===== src/rtl/xmt_pkg.sv =====
package xmt_pkg;

    typedef enum logic [2:0] {
        S_FREE  = 3'd0,
        S_HITW  = 3'd1,
        S_MISSW = 3'd2,
        S_SEND  = 3'd3,
        S_RSPW  = 3'd4,
        S_DONE  = 3'd5,
        S_CLEAN = 3'd6
    } slot_st_e;

    function automatic logic st_pending(input slot_st_e s);
        return (s != S_FREE) && (s != S_CLEAN);
    endfunction

endpackage


===== src/rtl/xmt_lowpick.sv =====
module xmt_lowpick #(
    parameter int N  = 4,
    parameter int IW = 2
) (
    input  logic [N-1:0]  req,
    output logic [N-1:0]  gnt,
    output logic [IW-1:0] idx,
    output logic          any
);
    always_comb begin
        gnt = '0;
        idx = '0;
        any = 1'b0;
        for (int i = N - 1; i >= 0; i--) begin
            if (req[i]) begin
                gnt    = '0;
                gnt[i] = 1'b1;
                idx    = IW'(i);
                any    = 1'b1;
            end
        end
    end
endmodule


===== src/rtl/xmt_cam.sv =====
module xmt_cam #(
    parameter int N  = 4,
    parameter int VW = 20
) (
    input  logic [N-1:0]         pend,
    input  logic [N-1:0]         rspw,
    input  logic [N-1:0][VW-1:0] keys,
    input  logic [VW-1:0]        q_req,
    input  logic [VW-1:0]        q_rsp,
    output logic                 req_hit,
    output logic [N-1:0]         rsp_match
);
    logic [N-1:0] eq_req;

    for (genvar g = 0; g < N; g++) begin : g_row
        assign eq_req[g]    = pend[g] && (keys[g] == q_req);
        assign rsp_match[g] = rspw[g] && (keys[g] == q_rsp);
    end

    assign req_hit = |eq_req;
endmodule


===== src/rtl/xmt_stats.sv =====
module xmt_stats #(
    parameter int LW = 6,
    parameter int CW = 32,
    parameter int OW = 3
) (
    input  logic          clk,
    input  logic          rst_n,
    input  logic          take,
    input  logic          is_hit,
    input  logic          is_pf,
    input  logic [LW-1:0] lanes,
    input  logic [OW-1:0] outst_d,
    output logic [CW-1:0] hit_cnt,
    output logic [CW-1:0] miss_cnt,
    output logic [OW-1:0] peak
);
    typedef struct packed {
        logic [CW-1:0] hit;
        logic [CW-1:0] miss;
        logic [OW-1:0] peak;
    } st_t;

    st_t s_d, s_q;

    always_comb begin
        s_d = s_q;
        if (take && !is_pf) begin
            if (is_hit) s_d.hit  = s_q.hit + CW'(lanes);
            else        s_d.miss = s_q.miss + CW'(lanes);
        end
        if (outst_d > s_q.peak) s_d.peak = outst_d;
    end

    always_ff @(posedge clk or negedge rst_n) begin
        if (!rst_n) s_q <= '0;
        else        s_q <= s_d;
    end

    assign hit_cnt  = s_q.hit;
    assign miss_cnt = s_q.miss;
    assign peak     = s_q.peak;
endmodule


===== src/rtl/xmt_tracker.sv =====
module xmt_tracker
    import xmt_pkg::*;
#(
    parameter int VPN_W      = 20,
    parameter int PPN_W      = 20,
    parameter int LANE_W     = 6,
    parameter int CNT_W      = 32,
    parameter int MAX_OUT    = 4,
    parameter int HIT_LAT    = 2,
    parameter int MISS_LAT   = 3,
    parameter bit LAST_LEVEL = 1'b0
) (
    input  logic                         clk,
    input  logic                         rst_n,
    input  logic                         req_valid,
    output logic                         req_ready,
    input  logic [VPN_W-1:0]             req_vpn,
    input  logic [LANE_W-1:0]            req_lanes,
    input  logic                         req_prefetch,
    input  logic                         tlb_hit,
    input  logic [PPN_W-1:0]             tlb_ppn,
    output logic                         dup_err,
    output logic                         dn_valid,
    input  logic                         dn_ready,
    output logic [VPN_W-1:0]             dn_vpn,
    output logic                         walk_valid,
    input  logic                         walk_ready,
    output logic [VPN_W-1:0]             walk_vpn,
    input  logic                         rsp_valid,
    input  logic [VPN_W-1:0]             rsp_vpn,
    input  logic [PPN_W-1:0]             rsp_ppn,
    output logic                         ins_valid,
    output logic [VPN_W-1:0]             ins_vpn,
    output logic [PPN_W-1:0]             ins_ppn,
    output logic                         out_valid,
    output logic [VPN_W-1:0]             out_vpn,
    output logic [PPN_W-1:0]             out_ppn,
    output logic                         out_hit,
    output logic [LANE_W-1:0]            out_lanes,
    output logic [$clog2(MAX_OUT+1)-1:0] outstanding,
    output logic [$clog2(MAX_OUT+1)-1:0] peak_outstanding,
    output logic [CNT_W-1:0]             hit_lanes,
    output logic [CNT_W-1:0]             miss_lanes
);
    localparam int OC_W    = $clog2(MAX_OUT + 1);
    localparam int IDX_W   = (MAX_OUT > 1) ? $clog2(MAX_OUT) : 1;
    localparam int LAT_MAX = (HIT_LAT > MISS_LAT) ? HIT_LAT : MISS_LAT;
    localparam int LAT_W   = $clog2(LAT_MAX + 1);

    typedef struct packed {
        slot_st_e             st;
        logic [VPN_W-1:0]     vpn;
        logic [PPN_W-1:0]     ppn;
        logic                 hit;
        logic [LANE_W-1:0]    lanes;
        logic [LAT_W-1:0]     cnt;
    } slot_t;

    typedef struct packed {
        slot_t [MAX_OUT-1:0]  slot;
        logic [OC_W-1:0]      outst;
        logic                 snd_busy;
        logic [IDX_W-1:0]     snd_idx;
    } regs_t;

    regs_t r_d, r_q;

    logic [MAX_OUT-1:0]            free_vec, done_vec, send_vec, pend_vec, rspw_vec;
    logic [MAX_OUT-1:0][VPN_W-1:0] key_vec;
    logic [MAX_OUT-1:0]            free_gnt, done_gnt, send_gnt, rsp_match;
    logic [IDX_W-1:0]              free_idx, done_idx, send_idx, sel_idx;
    logic                          free_any, done_any, send_any;
    logic                          req_pend, accept, down_ready, take, rsp_hit;

    for (genvar g = 0; g < MAX_OUT; g++) begin : g_vec
        assign free_vec[g] = (r_q.slot[g].st == S_FREE);
        assign done_vec[g] = (r_q.slot[g].st == S_DONE);
        assign send_vec[g] = (r_q.slot[g].st == S_SEND);
        assign rspw_vec[g] = (r_q.slot[g].st == S_RSPW);
        assign pend_vec[g] = st_pending(r_q.slot[g].st);
        assign key_vec[g]  = r_q.slot[g].vpn;
    end

    xmt_cam #(.N(MAX_OUT), .VW(VPN_W)) u_cam (
        .pend      (pend_vec),
        .rspw      (rspw_vec),
        .keys      (key_vec),
        .q_req     (req_vpn),
        .q_rsp     (rsp_vpn),
        .req_hit   (req_pend),
        .rsp_match (rsp_match)
    );

    xmt_lowpick #(.N(MAX_OUT), .IW(IDX_W)) u_pick_free (
        .req (free_vec), .gnt (free_gnt), .idx (free_idx), .any (free_any)
    );
    xmt_lowpick #(.N(MAX_OUT), .IW(IDX_W)) u_pick_done (
        .req (done_vec), .gnt (done_gnt), .idx (done_idx), .any (done_any)
    );
    xmt_lowpick #(.N(MAX_OUT), .IW(IDX_W)) u_pick_send (
        .req (send_vec), .gnt (send_gnt), .idx (send_idx), .any (send_any)
    );

    assign req_ready  = (r_q.outst < OC_W'(MAX_OUT)) && free_any && !req_pend;
    assign dup_err    = req_valid && req_pend;
    assign accept     = req_valid && req_ready;
    assign sel_idx    = r_q.snd_busy ? r_q.snd_idx : send_idx;
    assign down_ready = LAST_LEVEL ? walk_ready : dn_ready;
    assign take       = send_any && down_ready;
    assign rsp_hit    = rsp_valid && (|rsp_match);

    always_comb begin
        r_d = r_q;
        for (int i = 0; i < MAX_OUT; i++) begin
            case (r_q.slot[i].st)
                S_FREE: begin
                    if (accept && free_gnt[i]) begin
                        r_d.slot[i].st    = tlb_hit ? S_HITW : S_MISSW;
                        r_d.slot[i].cnt   = tlb_hit ? LAT_W'(HIT_LAT) : LAT_W'(MISS_LAT);
                        r_d.slot[i].vpn   = req_vpn;
                        r_d.slot[i].ppn   = tlb_ppn;
                        r_d.slot[i].hit   = tlb_hit;
                        r_d.slot[i].lanes = req_lanes;
                    end
                end
                S_HITW: begin
                    if (r_q.slot[i].cnt == LAT_W'(1)) r_d.slot[i].st = S_DONE;
                    else r_d.slot[i].cnt = r_q.slot[i].cnt - LAT_W'(1);
                end
                S_MISSW: begin
                    if (r_q.slot[i].cnt == LAT_W'(1)) r_d.slot[i].st = S_SEND;
                    else r_d.slot[i].cnt = r_q.slot[i].cnt - LAT_W'(1);
                end
                S_SEND: begin
                    if (take && (sel_idx == IDX_W'(i))) r_d.slot[i].st = S_RSPW;
                end
                S_RSPW: begin
                    if (rsp_valid && rsp_match[i]) begin
                        r_d.slot[i].st  = S_DONE;
                        r_d.slot[i].ppn = rsp_ppn;
                    end
                end
                S_DONE: begin
                    if (done_gnt[i]) r_d.slot[i].st = S_CLEAN;
                end
                S_CLEAN: r_d.slot[i].st = S_FREE;
                default: r_d.slot[i].st = S_FREE;
            endcase
        end
        r_d.outst    = r_q.outst + OC_W'(accept) - OC_W'(done_any);
        r_d.snd_busy = send_any && !down_ready;
        r_d.snd_idx  = sel_idx;
    end

    always_ff @(posedge clk or negedge rst_n) begin
        if (!rst_n) r_q <= '0;
        else        r_q <= r_d;
    end

    if (LAST_LEVEL) begin : g_walk
        assign walk_valid = send_any;
        assign walk_vpn   = r_q.slot[sel_idx].vpn;
        assign dn_valid   = 1'b0;
        assign dn_vpn     = '0;
    end else begin : g_lower
        assign dn_valid   = send_any;
        assign dn_vpn     = r_q.slot[sel_idx].vpn;
        assign walk_valid = 1'b0;
        assign walk_vpn   = '0;
    end

    assign ins_valid = rsp_hit;
    assign ins_vpn   = rsp_vpn;
    assign ins_ppn   = rsp_ppn;

    assign out_valid   = done_any;
    assign out_vpn     = r_q.slot[done_idx].vpn;
    assign out_ppn     = r_q.slot[done_idx].ppn;
    assign out_hit     = r_q.slot[done_idx].hit;
    assign out_lanes   = r_q.slot[done_idx].lanes;
    assign outstanding = r_q.outst;

    xmt_stats #(.LW(LANE_W), .CW(CNT_W), .OW(OC_W)) u_stats (
        .clk      (clk),
        .rst_n    (rst_n),
        .take     (accept),
        .is_hit   (tlb_hit),
        .is_pf    (req_prefetch),
        .lanes    (req_lanes),
        .outst_d  (r_d.outst),
        .hit_cnt  (hit_lanes),
        .miss_cnt (miss_lanes),
        .peak     (peak_outstanding)
    );
endmodule


===== config.mk =====
export PLATFORM = sky130hd
export DESIGN_NAME = xmt_tracker
export DESIGN_NICKNAME = d
export VERILOG_FILES = /design/src/rtl/xmt_pkg.sv /design/src/rtl/xmt_lowpick.sv /design/src/rtl/xmt_cam.sv /design/src/rtl/xmt_stats.sv /design/src/rtl/xmt_tracker.sv
export SDC_FILE = /design/constraint.sdc
export NUM_CORES = 1
export LEC_CHECK = 0
export ABC_AREA = 1
export BUFFER_PORTS_ARGS = -buffer_cell sky130_fd_sc_hd__buf_2
export CAP_MARGIN = 15
export CORE_UTILIZATION = 45
export DETAILED_ROUTE_END_ITERATION = 12
export PLACE_DENSITY = 0.64
export SKIP_LAST_GASP = 1
export SYNTH_ARGS = -nofsm -noshare
export SYNTH_HDL_FRONTEND = slang
export SYNTH_SLANG_ARGS = --single-unit

===== constraint.sdc =====
create_clock -name clk -period 3.25 [get_ports clk]
set_clock_uncertainty 0.15 [all_clocks]
set_input_delay 0.4875 -clock clk [delete_from_list [all_inputs] [get_ports clk]]
set_output_delay 0.4875 -clock clk [all_outputs]
set_load 0.02 [all_outputs]

# Yosys cells after proc, flatten, opt, wreduce, memory -nomap -nowiden
# Index checks and enable logic that the tools add are counted.
totals:
  register_bits: 281
  output_inout_bits: 203
  wordCells: 265
op_classes:
  add_sub_neg: 8
  order_cmp: 4
  eq_ne: 67
  mux: 79
  n_bitwise: 1
  n_reduce_logical: 76
ops:
  columns: ["op", "n"]
  rows:
  - ["$bmux 52 s2", 2]
  - ["$mux 52", 4]
  - ["$eq 20x20->1", 8]
  - ["$pmux 20 s2", 4]
  - ["$mux 49", 2]
  - ["$mux 20", 4]
  - ["$pmux 3 s6", 4]
  - ["$add 32x6->32", 2]
  - ["$mux 3", 20]
  - ["$logic_and 1x1->1", 32]
  - ["$mux 4", 8]
  - ["$ne 2x2->1 const B", 16]
  - ["$mux 2", 14]
  - ["$eq 3x2->1 const B", 8]
  - ["$eq 3x3->1 const B", 8]
  - ["$ne 2x1->1 const B", 12]
  - ["$reduce_and 3->1", 8]
  - ["$reduce_and 6->1", 4]
  - ["$pmux 2 s2", 4]
  - ["$reduce_bool 2->1", 8]
  - ["$mux 1", 13]
  - ["$eq 3x1->1 const B", 4]
  - ["$logic_not 3->1", 4]
  - ["$ne 3x3->1 const B", 4]
  - ["other kinds (15)", 38]

# Logic depth before layout (Yosys ltp)
# Gate-level depths: netlist of the first run.
depth:
  depth_word: 11
  depth_mapped: 22

# Hierarchy
# From an unflattened synthesis of the first run, not the netlist that was laid out.
unflattened:
  hier_cells: 2866
  area_unflattened_um2: 19316.0
by_module_without_submodules:
  columns: ["mod", "instances", "cells_per_inst", "area_each_um2", "seq_area_each_um2"]
  rows:
  - ["xmt_tracker", 1, 1684, 12359.4, 5355.1]
  - ["xmt_stats", 1, 593, 4354.2, 1676.6]
  - ["xmt_cam", 1, 544, 2407.3, 0.0]
  - ["xmt_lowpick", 3, 15, 65.1, 0.0]

# Worst setup path after synthesis of the first run
# OpenSTA, ideal clock, no wires.
synth_timing:
  path_type: "register to register"
  start: "register r_q[56] in the netlist's numbering"
  end: "register u_stats.s_q, in the netlist u_stats.peak[1]"
  t_arrival_ns: 3.162
  t_required_ns: 2.974
  path_slack_ns: -0.188
  path_stages_with_launch: 20
  cell_sequence: "dfrtp_1 > inv_2 > nand2_2 > nor2_4 > inv_2 > nand2_1 > nor2_1 > a21oi_4 > nor3b_2 > buf_2 > nand3_1 > nand2_1 > ha_1 > fa_1 > ha_1 > nand2_1 > o21ai_0 > inv_1 > nand2_1 > o21ai_0"
synth_rtl:
  columns: ["element", "line_no", "rtl"]
  rows:
  - ["start, declared", "xmt_tracker.sv:66", "regs_t r_d, r_q;"]
  - ["start signal, assigned", "xmt_tracker.sv:157", "else r_q <= r_d;"]
  - ["end signal, assigned", "xmt_stats.sv:35", "if (!rst_n) s_q <= '0;"]
  - ["end signal, assigned", "xmt_stats.sv:36", "else s_q <= s_d;"]
  - ["end, declared", "xmt_stats.sv:23", "st_t s_d, s_q;"]

==> flow_metrics.env, run 1 <==
export IMPL_status="finished with violations"
export IMPL_violations="negative setup slack"
export IMPL_final_hold_viol_count=0
export IMPL_synth_cells=2763
export IMPL_grt_pass1_wl_um=123000
export IMPL_track_usage_pct=36.6
export IMPL_drive_gt1_share_pct=32.1
export IMPL_tightest_slew_ns=1.07
export IMPL_first_global_vias=21700
export IMPL_gp_congestion=1.04
export IMPL_cp_start_kind="flop"
export IMPL_yosys_top_cells_count="nand2_1 (824), dfrtp_1 (281), nor2_1 (256)"
export IMPL_clk_pin_slew_ns=0.06
export IMPL_p_leak_nw=14.0
export IMPL_ys_top_cells_by_area="dfrtp_1 (37%), nand2_1 (16%), nand3_1 (5.2%)"
export IMPL_path_max_fanout=4
export IMPL_peakVddDrop_mv=0.639
export IMPL_nNetsFinal=3485
export IMPL_drtIter0Drc=2473
export IMPL_dp_slack_ns=-0.396
export IMPL_critPathCaptureType="flop"
export IMPL_yosysWarnings=0
export IMPL_worstPathArrival_ns=3.79
export IMPL_hold_path_class="in2reg"
export IMPL_core_mm2=0.0419
export IMPL_worstPathRequired_ns=3.53
export IMPL_area_growth_pct=48.6
export IMPL_grt_ovfl_total=0
export IMPL_crit_type="reg2reg"
export IMPL_vias=22800
export IMPL_cts_buffer_depth=3
export IMPL_dieHeight_um=208
export IMPL_tns_ns=-8.50
export IMPL_postSynthAreaPerCell_um2=6.94
export IMPL_avgRoutedWirePerCell_um=21.4
export IMPL_finalInstanceArea_mm2=0.0285
export IMPL_firstDrtPassIters=6
export IMPL_synth_top_area_share_pct=36.7
export IMPL_synth_edf_count=0
export IMPL_fp_dieArea_mm2=0.0434
export IMPL_antenna_left=0
export IMPL_drt_total_wl_um=84200
export IMPL_grt_max_degree=86
export IMPL_cts_tree="done"
export IMPL_viasPerCell=5.80
export IMPL_cts_buffers=36
export IMPL_die_x_um=208
export IMPL_setup_viol=71
export IMPL_start_util_pct=45.7
export IMPL_yosysTopAreaCell="dfrtp_1"
export IMPL_place_hpwl_um=51600
export IMPL_pin_count=297
export IMPL_yosysSeqAreaShare_pct=36.7
export IMPL_synth_most_common_cell="nand2_1"
export IMPL_rows=75
export IMPL_clock_latency_ns=0.57
export IMPL_port_buffers=274
export IMPL_p_per_area_mw_per_mm2=1110
export IMPL_rrSetupSlack_ns=-0.25
export IMPL_htree_levels=2
export IMPL_nFillCells=3395
export IMPL_ys_types=48
export IMPL_placed_cell_area_mm2=0.0232
export IMPL_min_period_over_period_pct=108
export IMPL_ys_seq_elements=281
export IMPL_drv_slew=0
export IMPL_antenna_found_initial=4
export IMPL_cts_root_buf="clkbuf_16"
export IMPL_cap_violations=0
export IMPL_synthArstFlopShare_pct=100
export IMPL_rsz0062_at_grt="true"
export IMPL_synth_flop_cell="dfrtp_1"
export IMPL_max_clock_freq_mhz=286
export IMPL_drc=0
export IMPL_netlist_area_mm2=0.0192
export IMPL_min_period_ns=3.50
export IMPL_fin_ws_ns=-0.251
export IMPL_cts_sinks=281
export IMPL_slew_headroom_pct=28.4
## path summary, 6_finish.rpt
kind,start,to,depth (start not counted)
min in group asynchronous,rst_n,key_vec[48]$_DFFE_PN0P_,2
max,r_q[57]$_DFFE_PN0P_,u_stats.peak[2]$_DFFE_PN0N_,22
min,rsp_ppn[6],r_q[73]$_DFFE_PN0P_,3
min reg2reg,r_q[132]$_DFFE_PN0P_,r_q[132]$_DFFE_PN0P_,2
max in group asynchronous,rst_n,u_stats.hit_cnt[15]$_DFFE_PN0P_,3
max reg2reg,r_q[57]$_DFFE_PN0P_,u_stats.peak[2]$_DFFE_PN0N_,22
## report_power, final
part	switching [W]	internal, W
Sequential	0.00109	0.00472
Clock	0.00170	0.00257
Combinational	0.0119	0.00968
## cell usage in the layout (no fill, tap or decap), types with 20 or more instances in the layout
cell,Yosys,routed
nor2_1,256,209
xnor2_1,63,63
buf_4,64,390
or2_0,20,20
o22ai_1,31,31
o21ai_1,9,22
a22oi_2,0,20
nand2_4,1,26
clkbuf_16,0,45
nor2_4,3,35
xor2_1,48,47
conb_1,1,21
nor3_1,23,21
buf_16,0,20
dfrtp_1,281,280
nor4_1,26,23
o21bai_1,33,32
nand4_1,83,83
nand2_2,4,20
nand3_1,198,196
buf_12,0,40
inv_1,252,225
o211ai_1,25,25
buf_6,2,68
buf_2,35,205
nand2_1,824,782
a21oi_1,45,27
o21ai_0,197,153
o32ai_2,0,21
## metal layers
| metal | part of all wire [%] | track usage (%) | wire [um] |
|---|---|---|---|
| met1 | 38 | 46.6 | 32200 |
| met2 | 46 | 58.0 | 38800 |
| met3 | 10 | 8.71 | 8610 |
| met4 | 5.3 | 18.3 | 4490 |
| met5 | 0 | 0 | 0 |
## cell families after synthesis
| group | count (synthesis) | synth area share [%] |
|---|---|---|
| and+or+nand+nor | 1452 | 32.1 |
| buffers and inverters | 455 | 10.5 |
| AOI/OAI and AO/OA | 440 | 14.0 |
| DFF | 281 | 36.7 |
| xor gates and xnor gates | 111 | 5.07 |
| adders and majority gates | 23 | 1.62 |
| other | 1 | 0.0196 |
## what timing repair did
action | in CTS | in global routing
setup endpoints to repair | 72 | 73
setup buffers | 59 | 41
pin swaps | 59 | 90
gates cloned | 25 | 9
hold buffers | 2 | 0
hold endpoints to repair | 80 | 0
gates resized for setup | 315 | 283
## layout make-up
type,instances,area (um^2),share of cell area [%]
multi-input combinational,2047,12000,42.2
sequential,281,7030,24.7
timing repair buffer,743,6450,22.6
inverter,259,1050,3.67
clock buffer,48,1040,3.64
tap,539,674,2.37
clock inverter,15,211,0.742
antenna,4,10.0,0.0351
## per-stage QoR
| stage | std cells | total power [W] | hold WS, ns | utilization, % |
|---|---|---|---|---|
| after floorplan | 2783 | 0.0136 | 0.0419 | - |
| after global placement | 3750 | 0.0195 | 0.311 | 55.4 |
| after detailed placement | 3750 | 0.0197 | 0.316 | 55.4 |
| after CTS | 3896 | 0.0282 | 0.0236 | 64.2 |
| after global routing | 3936 | 0.0331 | 0.0259 | 67.9 |
| final | 3936 | 0.0317 | 0.0491 | 67.9 |
## flip-flops by register name, indices dropped and copies added (netlist names)
signal and cells:
r_q 131, u_stats.hit_cnt 32, outstanding 3, key_vec 80, u_stats.peak 3, u_stats.miss_cnt 32
## worst max-delay path, cell delays in order, from the launching register on
cell     delay, ns
dfrtp_1       0.42
buf_6         0.15
buf_12        0.12
nor2_4        0.15
buf_6         0.12
nor2_2        0.03
nand2_1       0.06
nor2_1        0.04
nand3_1       0.08
nand2_2       0.13
nor2_4        0.18
nand3_4       0.11
nand2_4       0.10
nand2_4       0.06
ha_4          0.15
fa_2          0.39
xor2_4        0.17
ha_4          0.31
nand2_4       0.07
o21ai_4       0.16
o21ai_4       0.08
inv_2         0.07
o21ai_0       0.07
(Power assumes the default switching activity.)
==> run 2: changes to the inputs <==
BUFFER_PORTS_ARGS = unset   (was -buffer_cell sky130_fd_sc_hd__buf_2)
DONT_BUFFER_PORTS = 1   (was unset)
PLACE_DENSITY = 0.58   (was 0.64)
==> run 2 against run 1 <==
Effect of this change: the flow finishes with violations (negative hold slack, negative setup slack); global-route usage is 0.31 points lower; sequential share of layout area increased by 1.0 points; combinational power shrank 7%; sequential power rose by 2%; critical path depth is 6 lower; cell count shrank 4.3%; power decreased by 4.6%; critical endpoint is now out_ppn[3].
==> flow_metrics.env, run 2 (synthesis results as in run 1) <==
export IMPL_cp_endpoint="out_ppn[3]"
export IMPL_clock_latency_ns=0.56
export IMPL_vias=21600
export IMPL_path_common_cell="buf_6"
export IMPL_cts_tree="done"
export IMPL_avgRoutedWirePerCell_um=21.5
export IMPL_cts_root_buf="clkbuf_16"
export IMPL_violations="negative hold slack, negative setup slack"
export IMPL_largest_register="r_q"
export IMPL_drtIter0Drc=2072
export IMPL_peakVddDrop_mv=0.677
export IMPL_max_clock_freq_mhz=295
export IMPL_layout_common_cells="nand2_1 (800), buf_4 (384), dfrtp_1 (281)"
export IMPL_status="finished with violations"
export IMPL_drc=0
export IMPL_path_max_fanout=8
export IMPL_viasPerCell=5.72
export IMPL_dp_slack_ns=-0.232
export IMPL_fin_ws_ns=-0.145
export IMPL_critPathCaptureType="primary output"
export IMPL_finalInstanceArea_mm2=0.0273
export IMPL_rrSetupSlack_ns=-0.06
export IMPL_drive_gt1_share_pct=25.3
export IMPL_dieHeight_um=208
export IMPL_drv_slew=0
export IMPL_fin_util_pct=65.2
export IMPL_grt_ovfl_total=0
export IMPL_cts_buffer_depth=3
export IMPL_core_mm2=0.0419
export IMPL_critPathLaunch="r_q[160]$_DFFE_PN0P_"
export IMPL_rsz0062_at_grt="true"
export IMPL_cp_top_family="buffers and inverters"
export IMPL_dp_cells=3538
export IMPL_firstDrtPassIters=5
export IMPL_worstPathCellList="buf_6 -> inv_4 -> buf_6 -> nand2_4 -> nor2_4 -> buf_6 -> o21ai_4 -> nand2_8 -> inv_12 -> buf_12 -> buf_8 -> buf_16 -> buf_4 -> nor2_4 -> o32ai_4 -> buf_6"
export IMPL_fp_dieArea_mm2=0.0434
export IMPL_rows=75
export IMPL_grt_pass1_wl_um=122000
export IMPL_cp_start_kind="flop"
export IMPL_largest_reg_flops=131
export IMPL_nNetsFinal=3316
export IMPL_cts_buffers=36
export IMPL_critPathSlowestCell="dfrtp_1"
export IMPL_antenna_found_initial=2
export IMPL_drt_total_wl_um=80900
export IMPL_clk_pin_slew_ns=0.06
export IMPL_slowest_delay_ns=0.39
export IMPL_port_buffers=0
export IMPL_htree_levels=2
export IMPL_hold_path_class="in2async"
export IMPL_worstPathRequired_ns=2.61
export IMPL_tightest_slew_ns=1.25
export IMPL_r2r_end="u_stats.peak[1]$_DFFE_PN0N_"
export IMPL_grt_max_degree=282
export IMPL_final_hold_viol_count=281
export IMPL_gp_congestion=0.984
export IMPL_finalNonFillerCells=3766
export IMPL_wl_met1_um=32900
export IMPL_p_leak_nw=13.0
export IMPL_die_x_um=208
export IMPL_worstPathArrival_ns=2.76
export IMPL_track_usage_pct=36.3
export IMPL_slew_headroom_pct=16.6
export IMPL_antenna_left=0
export IMPL_cap_violations=0
export IMPL_final_common_cell="nand2_1"
export IMPL_placed_cell_area_mm2=0.0223
export IMPL_dr_wl_met2_um=38300
export IMPL_cts_sinks=281
export IMPL_wl_met3_um=6830
export IMPL_p_per_area_mw_per_mm2=1100
export IMPL_crit_cells=16
export IMPL_start_util_pct=45.7
export IMPL_nFillCells=3578
export IMPL_rr_startpoint="r_q[55]$_DFFE_PN0P_"
export IMPL_pin_count=297
export IMPL_min_period_ns=3.39
export IMPL_r2r_cells=21
export IMPL_place_hpwl_um=50000
export IMPL_hold_buffers=78
export IMPL_area_growth_pct=42.6
export IMPL_critPathBufInv=10
export IMPL_fin_hold_ws_ns=-0.511
export IMPL_first_global_vias=20800
export IMPL_min_period_over_period_pct=104
export IMPL_top_layer_used="met5"
export IMPL_crit_type="reg2out"
export IMPL_setup_viol=53
==> run 2: cell count changes in the layout (fill, tap and decap cells not counted), sizes merged <==
cell / delta
inv: -2
dlygate4sd3: +75
clkinv: +3
clkinvlp: -3
buf: -238
bufinv: -2
diode: -3
==> run 2: timing repair <==
action	4_1_cts	5_1_grt
gates cloned	26	3
setup endpoints to repair	71	94
resized for setup	279	171
buffers inserted	45	17
pin swaps	51	50
hold endpoints to repair	406	281
==> run 2: worst min-delay path by stage <==
stage | to | slack, ns | depth (start not counted)
after floorplan | key_vec[0]$_DFFE_PN0P_ | 0.04 | 0
after global placement | key_vec[65]$_DFFE_PN0P_ | 0.05 | 0
after detailed placement | key_vec[65]$_DFFE_PN0P_ | 0.06 | 0
after CTS | key_vec[66]$_DFFE_PN0P_ | -0.54 | 0
after global routing | key_vec[65]$_DFFE_PN0P_ | -0.53 | 0
final | key_vec[65]$_DFFE_PN0P_ | -0.51 | 0
==> run 2: metrics by stage <==
step / setup TNS [ns] / total power [W]
CTS: -2.61 / 0.0286
finish: -2.73 / 0.0302
floorplan: -0.000697 / 0.0136
detailed placement: -0.575 / 0.0200
global placement: -0.553 / 0.0199
global route: -7.28 / 0.0317
==> run 2: worst register-to-register path: stages (launching register included) <==
cell and delay [ns]:
dfrtp_1 0.40, buf_6 0.13, inv_4 0.06, nand2_4 0.06
nor2_4 0.15, buf_6 0.13, inv_4 0.03, nand2_4 0.06
nor2_4 0.04, a21oi_4 0.17, nor3b_4 0.29, nand3_2 0.11
nand2_1 0.09, ha_2 0.17, fa_2 0.47, ha_4 0.30
nand2_4 0.05, o21ai_2 0.11, o21ai_2 0.08, inv_2 0.08
nand2_1 0.05, o21ai_1 0.06
==> run 2: area by class of cell <==
class	count	area, um^2	share of cell area (%)
inverters	259	1050	3.85
clock buffers	54	1080	3.95
diodes	1	2.50	0.00915
flip-flops and latches	281	7030	25.7
clock inverters	11	126	0.462
multi-input cells	2047	11800	43.0
repair buffers	574	5610	20.5
well taps	539	674	2.47
==> run 2: where the power goes <==
group	total [W]	leakage [nW]	switching, W	internal, W
sequential	0.00592	3.68	0.00121	0.00471
combinational	0.0201	8.76	0.0109	0.00924
clock	0.00416	0.592	0.00170	0.00247
total	0.0302	13.0	0.0138	0.0164
==> run 2: metal layers <==
layer | up-vias | global-route usage, %
met5 | - | 0
li1 | 9950 | -
met3 | 207 | 6.38
met4 | 4 | 13.4
met1 | 10400 | 47.9
met2 | 1039 | 59.4
